$ cat config.mk
export PLATFORM = sky130hd
export DESIGN_NAME = card_poll_responder
export DESIGN_NICKNAME = d
export VERILOG_FILES = /design/src/rtl/cpr_pkg.sv /design/src/rtl/cpr_classify.sv /design/src/rtl/cpr_gap_timer.sv /design/src/rtl/cpr_reply_rom.sv /design/src/rtl/card_poll_responder.sv
export SDC_FILE = /design/constraint.sdc
export NUM_CORES = 1
export LEC_CHECK = 0
export BUFFER_PORTS_ARGS = -buffer_cell sky130_fd_sc_hd__buf_2
export CAP_MARGIN = 5
export CORE_MARGIN = 4
export CORE_UTILIZATION = 35
export DETAILED_ROUTE_END_ITERATION = 16
export GPL_TIMING_DRIVEN = 0
export HOLD_SLACK_MARGIN = 0.08
export PLACE_DENSITY = 0.67
export SYNTH_ARGS = -nofsm -noshare
export SYNTH_HDL_FRONTEND = slang
export SYNTH_HIERARCHICAL = 1
export SYNTH_SLANG_ARGS = --single-unit
$ cat constraint.sdc
create_clock -name clk -period 2.95 [get_ports clk]
set_input_delay 0.59 -clock clk [delete_from_list [all_inputs] [get_ports clk]]
set_output_delay 0.59 -clock clk [all_outputs]
set_load 0.05 [all_outputs]
$ cat src/rtl/cpr_pkg.sv
package cpr_pkg;
  typedef enum logic [1:0] {
    RK_NONE     = 2'd0,
    RK_POLL     = 2'd1,
    RK_POLL_SYS = 2'd2,
    RK_READ     = 2'd3
  } reply_kind_t;

  localparam int IDX_W = 5;

  localparam logic [7:0] CMD_POLL     = 8'h00;
  localparam logic [7:0] CMD_READ     = 8'h06;
  localparam logic [7:0] POLL_LEN     = 8'd6;
  localparam logic [7:0] READ_MIN_LEN = 8'd6;

  // number of streamed bytes (sync through payload, CRC excluded)
  function automatic logic [IDX_W-1:0] reply_len(reply_kind_t k);
    case (k)
      RK_POLL:     reply_len = 5'd20;
      RK_POLL_SYS: reply_len = 5'd22;
      RK_READ:     reply_len = 5'd31;
      default:     reply_len = 5'd0;
    endcase
  endfunction
endpackage

$ cat src/rtl/cpr_classify.sv
module cpr_classify
  import cpr_pkg::*;
(
  input  logic [7:0]  len_byte,
  input  logic [7:0]  cmd_byte,
  input  logic [7:0]  req_byte,
  output reply_kind_t kind
);
  logic is_poll, is_read;

  always_comb begin
    is_poll = (cmd_byte == CMD_POLL) && (len_byte == POLL_LEN);
    is_read = (cmd_byte == CMD_READ) && (len_byte >= READ_MIN_LEN);
    kind    = RK_NONE;
    if (is_poll && req_byte == 8'd0)      kind = RK_POLL;
    else if (is_poll && req_byte == 8'd1) kind = RK_POLL_SYS;
    else if (is_read)                     kind = RK_READ;
  end
endmodule

$ cat src/rtl/cpr_gap_timer.sv
module cpr_gap_timer #(
  parameter int TS_W      = 16,
  parameter int GAP_TICKS = 512
) (
  input  logic [TS_W-1:0] now_ts,
  input  logic [TS_W-1:0] base_ts,
  output logic            met
);
  localparam logic [TS_W-1:0] GAP_V = TS_W'(GAP_TICKS);

  logic [TS_W-1:0] elapsed;

  always_comb begin
    elapsed = now_ts - base_ts;   // wraps modulo 2^TS_W
    met     = (elapsed >= GAP_V);
  end
endmodule

$ cat src/rtl/cpr_reply_rom.sv
module cpr_reply_rom
  import cpr_pkg::*;
(
  input  reply_kind_t      kind,
  input  logic [IDX_W-1:0] idx,
  input  logic [63:0]      card_id,
  output logic [7:0]       data
);
  logic [2:0] id_pos;
  logic [7:0] id_byte, poll_tail, read_tail;

  always_comb begin
    id_pos  = 3'(idx - 5'd4);
    id_byte = card_id[{3'd7 - id_pos, 3'b000} +: 8];
  end

  // payload after identifier, poll variants (bytes 12..21)
  always_comb begin
    case (idx)
      5'd13:   poll_tail = 8'hF1;
      5'd17:   poll_tail = 8'h01;
      5'd18:   poll_tail = 8'h43;
      5'd20:   poll_tail = 8'h88;
      5'd21:   poll_tail = 8'hB4;
      default: poll_tail = 8'h00;
    endcase
  end

  // payload after identifier, read variant (bytes 12..30)
  always_comb begin
    case (idx)
      5'd14:   read_tail = 8'h01;
      5'd15:   read_tail = 8'h10;
      5'd16:   read_tail = 8'h04;
      5'd17:   read_tail = 8'h01;
      5'd19:   read_tail = 8'h0D;
      5'd25:   read_tail = 8'h01;
      5'd30:   read_tail = 8'h23;
      default: read_tail = 8'h00;
    endcase
  end

  always_comb begin
    data = 8'h00;
    if (idx == 5'd0)      data = 8'hB2;
    else if (idx == 5'd1) data = 8'h4D;
    else if (idx == 5'd2) data = 8'(reply_len(kind) - 5'd2);
    else if (idx == 5'd3) data = (kind == RK_READ) ? 8'h07 : 8'h01;
    else if (idx <= 5'd11) data = id_byte;
    else if (idx < reply_len(kind))
      data = (kind == RK_READ) ? read_tail : poll_tail;
  end
endmodule

$ cat src/rtl/card_poll_responder.sv
module card_poll_responder
  import cpr_pkg::*;
#(
  parameter int TS_W      = 16,
  parameter int GAP_TICKS = 512
) (
  input  logic            clk,
  input  logic            rst_n,
  input  logic [63:0]     card_id,
  input  logic            rx_done,
  input  logic            rx_crc_ok,
  input  logic [7:0]      rx_len,
  input  logic [7:0]      rx_cmd,
  input  logic [7:0]      rx_req,
  input  logic [TS_W-1:0] rx_last_ts,
  input  logic [TS_W-1:0] now_ts,
  output logic            rx_clear,
  output logic            tx_valid,
  input  logic            tx_ready,
  output logic [7:0]      tx_data,
  output logic            tx_last
);
  typedef enum logic [1:0] {ST_LISTEN, ST_WAIT, ST_SEND} st_t;

  st_t              st;
  reply_kind_t      rx_kind, kind_q;
  logic [63:0]      id_q;
  logic [TS_W-1:0]  ts_q;
  logic [IDX_W-1:0] idx_q, last_idx;
  logic             gap_met, clr_q;

  cpr_classify u_cls (
    .len_byte (rx_len),
    .cmd_byte (rx_cmd),
    .req_byte (rx_req),
    .kind     (rx_kind)
  );

  cpr_gap_timer #(.TS_W(TS_W), .GAP_TICKS(GAP_TICKS)) u_gap (
    .now_ts  (now_ts),
    .base_ts (ts_q),
    .met     (gap_met)
  );

  cpr_reply_rom u_rom (
    .kind    (kind_q),
    .idx     (idx_q),
    .card_id (id_q),
    .data    (tx_data)
  );

  always_comb begin
    last_idx = reply_len(kind_q) - 5'd1;
    tx_valid = (st == ST_SEND);
    tx_last  = tx_valid && (idx_q == last_idx);
    rx_clear = clr_q;
  end

  always_ff @(posedge clk) begin
    if (!rst_n) begin
      st     <= ST_LISTEN;
      kind_q <= RK_NONE;
      id_q   <= '0;
      ts_q   <= '0;
      idx_q  <= '0;
      clr_q  <= 1'b0;
    end else begin
      clr_q <= 1'b0;
      case (st)
        ST_LISTEN: if (rx_done) begin
          clr_q <= 1'b1;
          if (rx_crc_ok && rx_kind != RK_NONE) begin
            kind_q <= rx_kind;
            id_q   <= card_id;
            ts_q   <= rx_last_ts;
            st     <= ST_WAIT;
          end
        end
        ST_WAIT: if (gap_met) begin
          idx_q <= '0;
          st    <= ST_SEND;
        end
        ST_SEND: if (tx_ready) begin
          if (idx_q == last_idx) begin
            clr_q <= 1'b1;
            st    <= ST_LISTEN;
          end else begin
            idx_q <= idx_q + 5'd1;
          end
        end
        default: st <= ST_LISTEN;
      endcase
    end
  end


  tx_hold_chk: assert property (@(posedge clk) disable iff (!rst_n)
    tx_valid && !tx_ready |=> tx_valid && $stable(tx_data) && $stable(tx_last));


  clear_on_frame_chk: assert property (@(posedge clk) disable iff (!rst_n)
    (st == ST_LISTEN) && rx_done |=> rx_clear);


  bad_crc_silent_chk: assert property (@(posedge clk) disable iff (!rst_n)
    (st == ST_LISTEN) && rx_done && !rx_crc_ok |=> st == ST_LISTEN);


  clear_after_reply_chk: assert property (@(posedge clk) disable iff (!rst_n)
    tx_valid && tx_ready && tx_last |=> rx_clear && !tx_valid);


  gap_before_tx_chk: assert property (@(posedge clk) disable iff (!rst_n)
    $rose(tx_valid) |-> $past(gap_met));
endmodule

==> results_dict.tcl <==
set metrics [dict create \
    relSlewSlack 0.592 \
    leakage_nw 2.71 \
    cts.htree.levels 3 \
    crit_cells 8 \
    routed_wire_length_per_instance_um 16.2 \
    ctsLongestPathBuffers 2 \
    postCtsHoldBufs 0 \
    worstMarginPinSlew_ns 0.613 \
    buffer_ports.inserted 134 \
    global_route.overflow_total 0 \
    cp_common_cell "ha_4" \
    sum_of_met3_wire_segment_lengths_after_detailed_routing_um 994 \
    post_synthesis_sequential_area_ratio 0.328 \
    p_total_mw 2.59 \
    critical_path.cell_chain "inv_2, ha_4, ha_4, a21o_1, a31oi_4, o211ai_1, a221oi_2, buf_6" \
    setup_viol_count_final 0 \
    chipHeight_um 133 \
    top_cell_family_by_delay_on_the_critical_path "compound AO/OA/AOI/OAI gates" \
    detailroute.wirelength.met2_um 7900 \
    drv_slew 0 \
    timing.final.crit_share 0.995 \
    min-delay-path-class "reg2reg" \
    critical_path_arrival_ns 2.35 \
    initial_util 0.359 \
    cts-root-buf "clkbuf_16" \
    reg2regPathDepth 14 \
    design.portCount 136 \
    worstSetupEndpointType "output port" \
    synth.cell_area_sq_um 5490 \
    clock_tree_from_tritoncts "done" \
    grt_pass1_vias 5101 \
    ys_types 70 \
    timing.final.crit_period_ns 2.94 \
    achievable_clock_frequency_mhz 341 \
    crit_required_ns 2.36 \
    antenna_violations_before_repair 1 \
    number_of_filler_instances_in_the_final_layout 1551 \
    drtAntennaViolNets 0 \
    drt_wl_total_um 16800 \
    critPathSlowestCell "dfxtp_4" \
    fin_util 0.461 \
    crit_fanout 7 \
    routed_via_density 5.04 \
    timing.hold.worst_path_depth 2 \
    placement_rows 45 \
    flip_flop_and_latch_count_after_synthesis 90 \
    multiInputGateArea_sq_um 3570 \
    synth_enable_flop_cells 0 \
    hold_viol 0 \
    post_route_cells_drive_above_1_share 0.286 \
    path_class "reg2out" \
    result_of_the_run "finished clean" \
    postSynthNetCount 824 \
    clock_skews_ns 0.00669 \
    ir_drop_mv 0.315 \
    detail_route.wirelength.met1_um 7700 \
    grt_setup_unrepaired "yes" \
    drtIter0Drc 328 \
    clock_sink_count 90 \
    postSynthAreaPerCell_sq_um 8.19 \
    synth_async_sr_flop_share 0 \
    drv_cap 0 \
    aggregate_global_route_resource_usage 0.184 \
    most_common_flop_cell_mapped_by_yosys "dfxtp_1" \
    worst_path_largest_cell_delay_ns 0.39 \
    num_vias 5244 \
    grt_max_degree 19 \
    design_area_sq_um 7060 \
    grt_pass1_wl_um 26200 \
    floorplan.core_area_sq_um 15300 \
    net_count_final 976 \
    seq_area_sq_um 1820 \
    netlist_instances 671 \
    hpwlAfterDp_um 12900 \
    placement.cell_area_sq_um 6470 \
    detailedRoute.firstPassIterationCount 5 \
    width_of_the_die_um 133 \
    die_area_sq_um 17800 \
    synth.yosys.warnings 6 \
    power_per_cell_area_nw_per_um2 366 \
    clkSlewWorstSetupHoldPaths_ns 0.07 \
    synthToLayoutAreaGrowth_pct 28.6 \
    path_buf_inv 2 \
    drc 0 \
    setup.worst_path.start_class "flip-flop" \
    clk_latency_ns 0.34 \
    gp_congestion 0.930 \
    dr.max_layer_used "met4" \
    numCtsBuffers 9 \
]
==> worst paths after layout <==
kind / from / end / slack, ns
max: kind_q[1] / tx_data[3] / 0.01
min: id_q[31] / id_q[31] / 0.46
min reg2reg: id_q[31] / id_q[31] / 0.46
max reg2reg: ts_q[1] / idx_q[2] / 0.16
==> final cells by class <==
| type | instances | area share |
|---|---|---|
| buffer | 42 | 0.0322 |
| timing repair buffer | 142 | 0.108 |
| antenna | 1 | 0.000354 |
| inverter | 32 | 0.0174 |
| clock inverter | 7 | 0.00956 |
| clock buffer | 9 | 0.0319 |
| sequential | 90 | 0.258 |
| multi-input combinational | 506 | 0.505 |
| tap | 211 | 0.0374 |
==> state kept, by name, indices dropped and copies added (netlist names) <==
register	flops
rx_clear	1
kind_q	2
idx_q	5
id_q	64
st	2
ts_q	16
==> timing repair <==
action                                  CTS  global route
setup buffers                             1             7
endpoints found under the setup margin    9            15
gates resized for setup                  36            36
pin swaps                                 6            14
==> per-stage QoR <==
stage                     instances  setup TNS, ns  hold WS [ns]  setup slack [ns]
after floorplan                 671         -0.659         0.439            -0.156
after CTS                      1032              0         0.452            0.0116
after global placement         1016          -8.54         0.446            -0.344
final                          1040              0         0.462            0.0149
after detailed placement       1016         -12.05         0.456            -0.394
after global routing           1040         -0.161         0.462           -0.0669
==> report_power, final <==
| part | total [mW] | internal, mW | switching [mW] | leakage [nW] |
|---|---|---|---|---|
| registers | 1.21 | 1.21 | 0.000964 | 0.731 |
| clock network | 1.14 | 0.594 | 0.547 | 0.141 |
| logic | 0.231 | 0.119 | 0.112 | 1.84 |
| total | 2.59 | 1.93 | 0.660 | 2.71 |
==> cells in the mapped netlist, types with 8 or more instances <==
master | instances | area (sq um)
dfxtp_1 | 90 | 1800
a21boi_0 | 83 | 623
o21ai_0 | 19 | 95.1
mux2i_1 | 16 | 160
clkbuf_1 | 24 | 90.1
nand2_1 | 190 | 713
buf_2 | 9 | 45.0
mux4_1 | 9 | 236
buf_4 | 8 | 60.1
nand2b_1 | 8 | 50.1
nor2_1 | 10 | 37.5
ha_1 | 28 | 350
a21oi_1 | 14 | 70.1
inv_1 | 31 | 116
==> cell families (layout without fill, tap and decap cells) <==
logic type	count (synthesis)	after routing	share of synthesized area
multiplexers	29	29	0.0845
buffers and inverters	75	232	0.0615
other	0	1	0
flip-flops	90	90	0.328
XOR/XNOR	6	6	0.00956
AND/OR/NAND/NOR	266	266	0.220
adder cells (fa/ha/maj)	29	29	0.0656
AO/OA/AOI/OAI	176	176	0.231
==> worst min-delay path: stages, from the launching register on <==
cell	delay (ns)
dfxtp_1	0.31
nand2_1	0.05
a21boi_0	0.06
==> layout by cell type, fill, tap and decap left out, drive strengths merged, types with 8 or more instances in the layout <==
cell,instances
nand2,190
dfxtp,90
nor2,10
clkbuf,32
ha,28
inv,37
buf,161
mux4,11
a21boi,83
a21oi,15
o21ai,24
nand2b,8
mux2i,16
==> metal layers <==
layer | global-route usage | vias up
met4 | 0.0491 | 0
met1 | 0.251 | 2429
li1 | - | 2655
met3 | 0.0412 | 16
met5 | 0 | -
met2 | 0.297 | 144
Power figures use the tool's default switching activity.
